[config.mk]
export PLATFORM = sky130hd
export DESIGN_NAME = aud_serial_port
export DESIGN_NICKNAME = d
export VERILOG_FILES = /design/src/rtl/aud_sp_pkg.sv /design/src/rtl/aud_sp_framer.sv /design/src/rtl/aud_sp_rx.sv /design/src/rtl/aud_sp_tx.sv /design/src/rtl/aud_serial_port.sv
export SDC_FILE = /design/constraint.sdc
export NUM_CORES = 1
export LEC_CHECK = 0
export BUFFER_PORTS_ARGS = -buffer_cell sky130_fd_sc_hd__buf_2
export CORE_MARGIN = 2
export CORE_UTILIZATION = 59
export DETAILED_ROUTE_END_ITERATION = 16
export PLACE_DENSITY = 0.8
export SKIP_CTS_REPAIR_TIMING = 1
export SYNTH_ARGS = -nofsm -noshare
export SYNTH_HDL_FRONTEND = slang
export SYNTH_SLANG_ARGS = --single-unit
[constraint.sdc]
create_clock -name sclk_i -period 7.6 [get_ports sclk_i]
set_clock_uncertainty 0.05 [all_clocks]
set_input_delay 1.14 -clock sclk_i [delete_from_list [all_inputs] [get_ports sclk_i]]
set_output_delay 1.14 -clock sclk_i [all_outputs]
set_load 0.02 [all_outputs]
[src/rtl/aud_sp_pkg.sv]
`timescale 1ns/1ps
package aud_sp_pkg;
  typedef enum logic [1:0] {
    FMT_I2S = 2'b00,
    FMT_LJ  = 2'b01,
    FMT_RJ  = 2'b10,
    FMT_DSP = 2'b11
  } fmt_e;
endpackage

[src/rtl/aud_sp_framer.sv]
`timescale 1ns/1ps
module aud_sp_framer
  import aud_sp_pkg::*;
#(
  parameter int MAX_W = 24,
  localparam int WLW = $clog2(MAX_W + 1),
  localparam int CW  = $clog2(2 * MAX_W + 1)
) (
  input  logic           clk_i,
  input  logic           rst_ni,
  input  fmt_e           fmt_i,
  input  logic [WLW-1:0] wlen_i,
  input  logic           lrck_i,
  output logic           bit_vld_o,
  output logic           left_o,
  output logic           first_o,
  output logic           last_o,
  output logic [WLW-1:0] idx_o,
  output logic           rj_end_o,
  output logic           rj_left_o
);
  logic          lrck_q, trans_q, rise_q, ch_left_q;
  logic [CW-1:0] cnt_q;
  logic          trans, rise, dsp, start, slot_left, busy, right_dsp;
  logic [CW-1:0] wlen_c, lim, pos, wpos;

  always_comb begin
    trans  = lrck_i ^ lrck_q;
    rise   = lrck_i & ~lrck_q;
    dsp    = (fmt_i == FMT_DSP);
    start     = 1'b0;
    slot_left = 1'b0;
    unique case (fmt_i)
      FMT_LJ:  begin start = trans;   slot_left = lrck_i;  end
      FMT_I2S: begin start = trans_q; slot_left = ~lrck_q; end
      FMT_DSP: begin start = rise_q;  slot_left = 1'b1;    end
      default: begin start = 1'b0;    slot_left = 1'b0;    end
    endcase
    wlen_c    = CW'(wlen_i);
    lim       = dsp ? (wlen_c << 1) : wlen_c;
    busy      = (cnt_q < lim);
    pos       = start ? '0 : cnt_q;
    right_dsp = dsp && (pos >= wlen_c);
    wpos      = right_dsp ? (pos - wlen_c) : pos;
  end

  assign bit_vld_o = start | busy;
  assign left_o    = dsp ? ~right_dsp : (start ? slot_left : ch_left_q);
  assign first_o   = (wpos == '0);
  assign last_o    = (wpos == wlen_c - CW'(1));
  assign idx_o     = WLW'(wlen_c - CW'(1) - wpos);
  assign rj_end_o  = trans && (fmt_i == FMT_RJ);
  assign rj_left_o = lrck_q;

  always_ff @(posedge clk_i or negedge rst_ni) begin
    if (!rst_ni) begin
      lrck_q    <= 1'b0;
      trans_q   <= 1'b0;
      rise_q    <= 1'b0;
      ch_left_q <= 1'b0;
      cnt_q     <= '1;  // idle
    end else begin
      lrck_q  <= lrck_i;
      trans_q <= trans;
      rise_q  <= rise;
      if (start) begin
        cnt_q     <= CW'(1);
        ch_left_q <= slot_left;
      end else if (busy) begin
        cnt_q <= cnt_q + CW'(1);
      end
    end
  end

  assert_dsp_back2back_R5: assert property (@(posedge clk_i) disable iff (!rst_ni)
    (fmt_i == FMT_DSP && bit_vld_o && last_o && left_o) |=> (bit_vld_o && first_o && !left_o));

  assert_word_contig_R8: assert property (@(posedge clk_i) disable iff (!rst_ni)
    (bit_vld_o && !last_o) |=> bit_vld_o);
endmodule

[src/rtl/aud_sp_rx.sv]
`timescale 1ns/1ps
module aud_sp_rx #(
  parameter int MAX_W = 24,
  localparam int WLW = $clog2(MAX_W + 1)
) (
  input  logic             clk_i,
  input  logic             rst_ni,
  input  logic [WLW-1:0]   wlen_i,
  input  logic             sdin_i,
  input  logic             bit_vld_i,
  input  logic             left_i,
  input  logic             first_i,
  input  logic             last_i,
  input  logic             rj_end_i,
  input  logic             rj_left_i,
  output logic [MAX_W-1:0] left_o,
  output logic [MAX_W-1:0] right_o,
  output logic             valid_o
);
  logic [MAX_W-1:0] acc_q, lhold_q, rj_sh_q, nxt, mask, rj_word;

  always_comb begin
    mask    = ~({MAX_W{1'b1}} << wlen_i);
    nxt     = {(first_i ? {(MAX_W-1){1'b0}} : acc_q[MAX_W-2:0]), sdin_i};
    rj_word = rj_sh_q & mask;
  end

  always_ff @(posedge clk_i or negedge rst_ni) begin
    if (!rst_ni) begin
      acc_q   <= '0;
      lhold_q <= '0;
      rj_sh_q <= '0;
      left_o  <= '0;
      right_o <= '0;
      valid_o <= 1'b0;
    end else begin
      valid_o <= 1'b0;
      rj_sh_q <= {rj_sh_q[MAX_W-2:0], sdin_i};
      if (bit_vld_i) begin
        acc_q <= nxt;
        if (last_i) begin
          if (left_i) lhold_q <= nxt;
          else begin
            left_o  <= lhold_q;
            right_o <= nxt;
            valid_o <= 1'b1;
          end
        end
      end
      // right-justified: word ends at the slot boundary
      if (rj_end_i) begin
        if (rj_left_i) lhold_q <= rj_word;
        else begin
          left_o  <= lhold_q;
          right_o <= rj_word;
          valid_o <= 1'b1;
        end
      end
    end
  end

  assert_valid_single_R7: assert property (@(posedge clk_i) disable iff (!rst_ni)
    valid_o |=> !valid_o);

  assert_upper_zero_R6: assert property (@(posedge clk_i) disable iff (!rst_ni)
    valid_o |-> (((left_o | right_o) & ~mask) == '0));
endmodule

[src/rtl/aud_sp_tx.sv]
`timescale 1ns/1ps
module aud_sp_tx
  import aud_sp_pkg::*;
#(
  parameter int MAX_W = 24,
  localparam int WLW = $clog2(MAX_W + 1)
) (
  input  logic             clk_i,
  input  logic             rst_ni,
  input  fmt_e             fmt_i,
  input  logic             bit_vld_i,
  input  logic             left_i,
  input  logic             first_i,
  input  logic [WLW-1:0]   idx_i,
  input  logic [MAX_W-1:0] tx_left_i,
  input  logic [MAX_W-1:0] tx_right_i,
  input  logic             tx_load_i,
  output logic             sdout_o,
  output logic             tx_req_o
);
  logic [MAX_W-1:0] hold_l_q, hold_r_q, cur_l_q, cur_r_q, src;
  logic             commit;

  always_comb begin
    commit = bit_vld_i && first_i && left_i;
    src    = commit ? hold_l_q : (left_i ? cur_l_q : cur_r_q);
  end

  always_ff @(posedge clk_i or negedge rst_ni) begin
    if (!rst_ni) begin
      hold_l_q <= '0;
      hold_r_q <= '0;
      cur_l_q  <= '0;
      cur_r_q  <= '0;
      sdout_o  <= 1'b0;
      tx_req_o <= 1'b0;
    end else begin
      if (tx_load_i) begin
        hold_l_q <= tx_left_i;
        hold_r_q <= tx_right_i;
      end
      if (commit) begin
        cur_l_q <= hold_l_q;
        cur_r_q <= hold_r_q;
      end
      tx_req_o <= commit;
      sdout_o  <= bit_vld_i ? src[idx_i] : 1'b0;
    end
  end

  assert_req_single_R9: assert property (@(posedge clk_i) disable iff (!rst_ni)
    tx_req_o |=> !tx_req_o);

  assert_rj_tx_silent_R4: assert property (@(posedge clk_i) disable iff (!rst_ni)
    (fmt_i == FMT_RJ) |=> (!sdout_o && !tx_req_o));
endmodule

[src/rtl/aud_serial_port.sv]
`timescale 1ns/1ps
module aud_serial_port
  import aud_sp_pkg::*;
#(
  parameter int MAX_W = 24,
  parameter int MIN_W = 16,
  localparam int WLW = $clog2(MAX_W + 1)
) (
  input  logic             sclk_i,
  input  logic             rst_ni,
  input  logic [1:0]       fmt_i,
  input  logic [WLW-1:0]   wlen_i,
  input  logic             lrck_i,
  input  logic             sdin_i,
  output logic             sdout_o,
  output logic [MAX_W-1:0] rx_left_o,
  output logic [MAX_W-1:0] rx_right_o,
  output logic             rx_valid_o,
  input  logic [MAX_W-1:0] tx_left_i,
  input  logic [MAX_W-1:0] tx_right_i,
  input  logic             tx_load_i,
  output logic             tx_req_o
);
  fmt_e           fmt;
  logic [WLW-1:0] wlen;
  logic           bit_vld, left, first, last, rj_end, rj_left;
  logic [WLW-1:0] idx;

  always_comb begin
    fmt = fmt_e'(fmt_i);
    if (wlen_i < WLW'(MIN_W))      wlen = WLW'(MIN_W);
    else if (wlen_i > WLW'(MAX_W)) wlen = WLW'(MAX_W);
    else                           wlen = wlen_i;
  end

  aud_sp_framer #(.MAX_W(MAX_W)) u_framer (
    .clk_i(sclk_i), .rst_ni(rst_ni), .fmt_i(fmt), .wlen_i(wlen), .lrck_i(lrck_i),
    .bit_vld_o(bit_vld), .left_o(left), .first_o(first), .last_o(last), .idx_o(idx),
    .rj_end_o(rj_end), .rj_left_o(rj_left)
  );

  aud_sp_rx #(.MAX_W(MAX_W)) u_rx (
    .clk_i(sclk_i), .rst_ni(rst_ni), .wlen_i(wlen), .sdin_i(sdin_i),
    .bit_vld_i(bit_vld), .left_i(left), .first_i(first), .last_i(last),
    .rj_end_i(rj_end), .rj_left_i(rj_left),
    .left_o(rx_left_o), .right_o(rx_right_o), .valid_o(rx_valid_o)
  );

  aud_sp_tx #(.MAX_W(MAX_W)) u_tx (
    .clk_i(sclk_i), .rst_ni(rst_ni), .fmt_i(fmt), .bit_vld_i(bit_vld), .left_i(left),
    .first_i(first), .idx_i(idx), .tx_left_i(tx_left_i), .tx_right_i(tx_right_i),
    .tx_load_i(tx_load_i), .sdout_o(sdout_o), .tx_req_o(tx_req_o)
  );
endmodule

=== Yosys cells after proc, flatten, opt, wreduce, memory -nomap -nowiden ===
Index checks and enable logic that the tools add are counted.

* Register bits after elaboration: 228
* Input port bits: 60
* Output and inout port bits: 51
* Word-level logic and storage cells: 82

* Add/subtract/negate cells: 4
* $lt $le $gt $ge: 5
* Equal/unequal tests: 4
* Shift-type cells: 1
* Multiplexer cells: 37
* Bitwise logic cells: 7
* Reductions and logical operators: 7

{| class="wikitable"
|+ Operators by type and width
! cell !! count
|-
| 24-bit 2-to-1 mux || 17
|-
| 6-bit 2-to-1 mux || 5
|-
| 24-bit bitwise AND || 1
|-
| 24-bit NOT || 1
|-
| 24-bit by 5-bit << shifter with 24-bit output (first input constant) || 1
|-
| 23-bit 2-to-1 mux || 1
|-
| 5-bit 2-to-1 mux || 2
|-
| 1-bit 2-to-1 mux || 9
|-
| 6-bit by 1-bit adder with 6-bit output (second input constant) || 1
|-
| 6-bit == test || 1
|-
| 6-bit by 5-bit >= comparator with 1-bit output || 1
|-
| 6-bit logical NOT || 1
|-
| 5-bit by 6-bit less-than comparator with 1-bit output (second input constant) || 1
|-
| 6-bit less-than comparator || 1
|-
| 1-bit case mux with 3 select lines || 2
|-
| 5-bit by 1-bit subtractor with 6-bit output (second input constant) || 1
|-
| 6-bit by 5-bit subtractor with 6-bit output || 1
|-
| 1-bit binary-select mux with 5-bit select || 1
|-
| 5-bit greater-than comparator (second input constant) || 1
|-
| 5-bit less-than comparator (second input constant) || 1
|-
| 5-bit subtractor || 1
|-
| 2-bit == test (second input constant) || 2
|-
| 1-bit logical AND || 4
|-
| 2-bit by 1-bit == test with 1-bit output (second input constant) || 1
|-
| other kinds (6) || 7
|}

=== Longest topological paths before layout ===
* Depth in word-level cells: 13
* Gate-level depth with buffers: 27
* Depth with buffers taken out: 25

=== Modules after synthesis ===
Synthesis repeated with hierarchy kept, for this count alone.

* Cell total of the unflattened synthesis: 843
* Area total of the unflattened synthesis: 10,857.9 µm²

{| class="wikitable"
|+ Modules (own cells, without submodules)
! module !! times used !! cells an instance !! area each (µm²) !! sequential area each (µm²)
|-
| aud_sp_rx || 1 || 394 || 5,143.7 || 3,002.9
|-
| aud_sp_tx || 1 || 298 || 4,335.4 || 2,452.4
|-
| aud_sp_framer || 1 || 146 || 1,341.3 || 257.7
|-
| aud_serial_port || 1 || 5 || 37.5 || 0.0
|}

=== Worst setup path after synthesis ===
No wires, ideal clock.

* Path type: input-to-reg
* Start point: input port lrck_i
* End point: register u_tx.sdout_o
* Setup time: 131 ps
* Arrival: 6,051 ps
* Required time: 7,419 ps
* Path slack: 1,367 ps
* Cell stages on the path: 23
* Path buffers: 3
* Cell sequence: ha_1 and2_1 o31a_1 buf_2 nand2_1 ha_1 inv_1 fa_1 nor2b_1 o21ai_1 a41o_1 o31a_1 o21ai_0 ha_1 inv_1 fa_1 clkbuf_1 buf_1 mux2i_1 o21ai_0 o32a_1 o32ai_1 nor4_1

* Cells in the longest elaborated chain, start to end: 13
* Elaborated cells on any way between the ends: 21
* Classes of those cells: add/sub (2); order compare (1); mux (11); bitwise (3); reduce/logical (4)

{| class="wikitable"
|+ RTL lines
! what !! line !! source
|-
| start, declared || aud_serial_port.sv:13 || <nowiki>input logic lrck_i,</nowiki>
|-
| parallel branches: the longest is 12 deep, another holds 6-bit by 5-bit >= comparator with 1-bit output || -- ||
|-
| 1-bit 2-to-1 mux (*) || aud_sp_tx.sv:47 || <nowiki>sdout_o <= bit_vld_i ? src[idx_i] : 1'b0;</nowiki>
|-
| end signal, assigned || aud_sp_tx.sv:47 ||
|-
| end, declared || aud_sp_tx.sv:18 || <nowiki>output logic sdout_o,</nowiki>
|}

Mark *: on every way between the ends. The select of a mux whose other input is x is not followed.
A chain may end at the register's enable or synchronous reset.

=== Final worst setup path ===
Ends and elaborated chain as after synthesis.

==> metrics.md <==
| Metric | Value |
|---|---|
| Status | `complete, no violations` |
| Most frequent cells in the layout | `nand2_1, dfrtp_1, buf_2` |
| H-tree lvl count | `1` |
| Total gr overflow | `0` |
| Initial DRC count | `642` |
| R2r endpoint | `u_tx.sdout_o` |
| First drt pass iteration count | `5` |
| Number of flops mapped to enable cells by yosys | `0` |
| Synth area leader | `dfrtp_1` |
| Primary FF master, synth | `dfrtp_1` |
| Critical Path Start | `lrck_i` |
| Net Count, Synth | `1138` |
| Pwr dens | `357 nW/um^2` |
| CTS tree | `yes` |
| Setup Crit Path Kind | `in2reg` |
| Mapped Avg Cell Area | `10.3 um^2` |
| N_diodes | `0` |
| Die Area | `19500 um^2` |
| Distinct cells, synth | `76` |
| Top post-synthesis cells by area | `dfrtp_1, nand2_1, mux2_2` |
| Async SR Flop Fraction | `100%` |
| Pwr Total | `4.44 mW` |
| Register clock-pin slew on the reported worst setup and hold paths | `60 ps` |
| Worst r2r src | `u_framer.rj_left_o` |
| Worst Hold Slack | `325 ps` |
| Die Width | `140 um` |
| Core area | `18000 um^2` |
| Pleak | `5.80 nW` |
| CP Capture Point | `u_tx.sdout_o` |
| Ys Warns | `0` |
| Post-synth top area share | `51.1%` |
| Fin crit period | `6310 ps` |
| Routability-driven placement congestion ratio | `0.925` |
| Rows | `49` |
| Internal power | `2.91 mW` |
| Root Buffer | `clkbuf_16` |
| First-pass GRT wire length | `40.7 mm` |
| MaxCap Viol Count | `0` |
| DP HPWL | `15.8 mm` |
| R2R depth | `23` |
| WP data required | `7940 ps` |
| CP arrival | `6650 ps` |
| Setup violations, final | `0` |
| Largest net degree at the start of global routing | `133` |
| Buffers on Ports | `110` |
| CP startpoint kind | `input port` |
| Clk sinks | `228` |
| Residual antenna-violating net count after detailed routing | `0` |
| Starting density of the core | `60.3%` |
| VDD IR max | `0.252 mV` |
| Sw Pwr | `1.54 mW` |
| Leading cell type in the layout, fill and taps excluded | `nand2_1` |
| Num CTS Buffers | `24` |
| HP Class | `reg2reg` |
| Clock tree buffer depth | `3` |
| IO Count | `111` |
| Max-slew violations | `0` |
| DRC viols | `0` |
| Setup slack, reg-to-reg | `1590 ps` |
| Drt via density | `5.82` |
| Hold path depth | `0` |
| Post-Syn Area | `10900 um^2` |
| Sequential element share of the synthesized area | `52.6%` |
| Initial antenna violation count | `0` |
| Drt total wl | `24.2 mm` |
| Achievable Freq | `0.159 GHz` |
| Syn Inst Count | `1058` |
| Vias | `8071` |
| Die H | `140 um` |
| Final hold vios | `0` |
| #FFs+latches synth | `228` |
| Area Overhead vs Synth | `14.6%` |
| Number of global-route vias before repair | `8057` |
| Unrepaired setup endpoints after global routing | `no` |
| Crit-path max FO | `20` |
| Final std cells w/o fill | `1386` |
| Cells after DPL | `1343` |
| Fin crit share | `83.0%` |
| Final nets | `1220` |
| Relative slew slack | `28.3%` |
| Sequential Power Share | `39.1%` |
| CP endpoint kind | `flip-flop` |
| Tightest Pin Transition | `1070 ps` |
| Comb power frac | `32.4%` |
| Layout cells sized above 1 | `24.2%` |
| Average wire per standard cell | `17.4 um` |
| Clock power share | `28.5%` |
| Worst skew pair latency | `520 ps` |
| TNS Setup | `0 ps` |
| Gr usage total | `25.1%` |
| Sw Ratio | `34.6%` |
-- metal layers --
metal  global-route usage (%)  vias to the layer above  share of wire, %
met4                     6.84                        0               2.3
met5                        0                        -                 0
met2                     39.9                      265                47
met3                     3.82                       40               6.2
li1                         -                     3849                 -
met1                     36.4                     3917                45
-- registers in the layout, summed over array words and instances, names as in the netlist, 6 cells and up --
name            cells
u_rx.right_o       24
u_rx.rj_sh_q       24
u_framer.cnt_q      6
u_rx.left_o        24
u_tx.cur_l_q       24
u_tx.hold_l_q      24
u_tx.cur_r_q       24
u_rx.acc_q         23
u_rx.lhold_q       24
u_tx.hold_r_q      24
-- Yosys cell counts (4+ instances only) --
cell / count
nand3b_1: 7
o31a_1: 5
inv_1: 15
nor4_1: 8
ha_1: 18
a31oi_1: 46
xor2_1: 5
nor3_1: 7
nand2_1: 247
o21ai_1: 9
nor2b_1: 53
nand4_1: 4
o21a_1: 5
mux2_2: 79
o21ai_0: 72
and3_1: 5
buf_2: 12
a311oi_1: 4
a21o_1: 5
a21boi_0: 4
buf_4: 5
nor2_1: 18
and2_1: 6
dfstp_2: 6
mux2i_1: 20
mux4_2: 4
xnor2_1: 9
a21oi_1: 24
or2_2: 4
clkbuf_1: 50
nand3_1: 17
dfrtp_1: 222
-- power by group through the flow --
stage / registers [mW] / logic, mW / clock network (mW)
after floorplan: 1.79 / 0.960 / 0
after global placement: 1.74 / 1.40 / 0
after detailed placement: 1.75 / 1.43 / 0
after global routing: 1.77 / 1.60 / 1.34
after CTS: 1.73 / 1.44 / 1.29
final: 1.74 / 1.44 / 1.26
-- stage by stage --
stage	cell area [um^2]	util (%)	setup WS [ps]
after floorplan	10900	-	1370
after global placement	11600	64.3	941
after detailed placement	11600	64.3	806
after CTS	12500	69.1	1360
after global routing	12500	69.1	902
final	12500	69.1	1290
-- worst min-delay path by stage --
stage                           startpoint          endpoint
after floorplan           u_rx.rj_sh_q[21]  u_rx.rj_sh_q[22]
after global placement    u_rx.rj_sh_q[22]  u_rx.rj_sh_q[23]
after detailed placement  u_rx.rj_sh_q[18]  u_rx.rj_sh_q[19]
after CTS                 u_rx.rj_sh_q[20]  u_rx.rj_sh_q[21]
after global routing      u_rx.rj_sh_q[20]  u_rx.rj_sh_q[21]
final                     u_rx.rj_sh_q[21]  u_rx.rj_sh_q[22]
-- layout make-up --
cell class,count,area (um^2)
repair buffers,127,701
well taps,229,287
flip-flops and latches,228,5710
fillers,1349,5570
clock buffers,31,667
inverters,18,67.6
multi-input cells,741,4820
clock inverters,12,205
-- critical path: stages --
cell       delay (ps)
buf_2             130
ha_1              370
and2_1            270
o31a_1            310
nand2_1           100
ha_1              170
inv_1              60
fa_1              490
nor2b_1           130
o21ai_1           110
a41o_1            300
o31a_1            370
o21ai_0           190
ha_1              170
inv_1              60
fa_1             1050
buf_4             280
nor3b_1            60
a31oi_1           180
o2111ai_1         140
o31a_1            130
nor4_1            330
nor4_1            100
-- cell families (layout without fill, tap and decap cells) --
group / after synthesis / after routing / synth area share [%]
simple gates: 391 / 391 / 16.6
flops: 228 / 228 / 52.6
compound gates: 209 / 209 / 12.5
mux: 105 / 105 / 11.1
buf+inv: 89 / 188 / 3.45
fa+ha+maj: 20 / 20 / 2.44
xor+xnor: 15 / 15 / 1.34
other cells: 1 / 1 / 0.0345
Note: power is estimated with default switching activity, not from simulation.
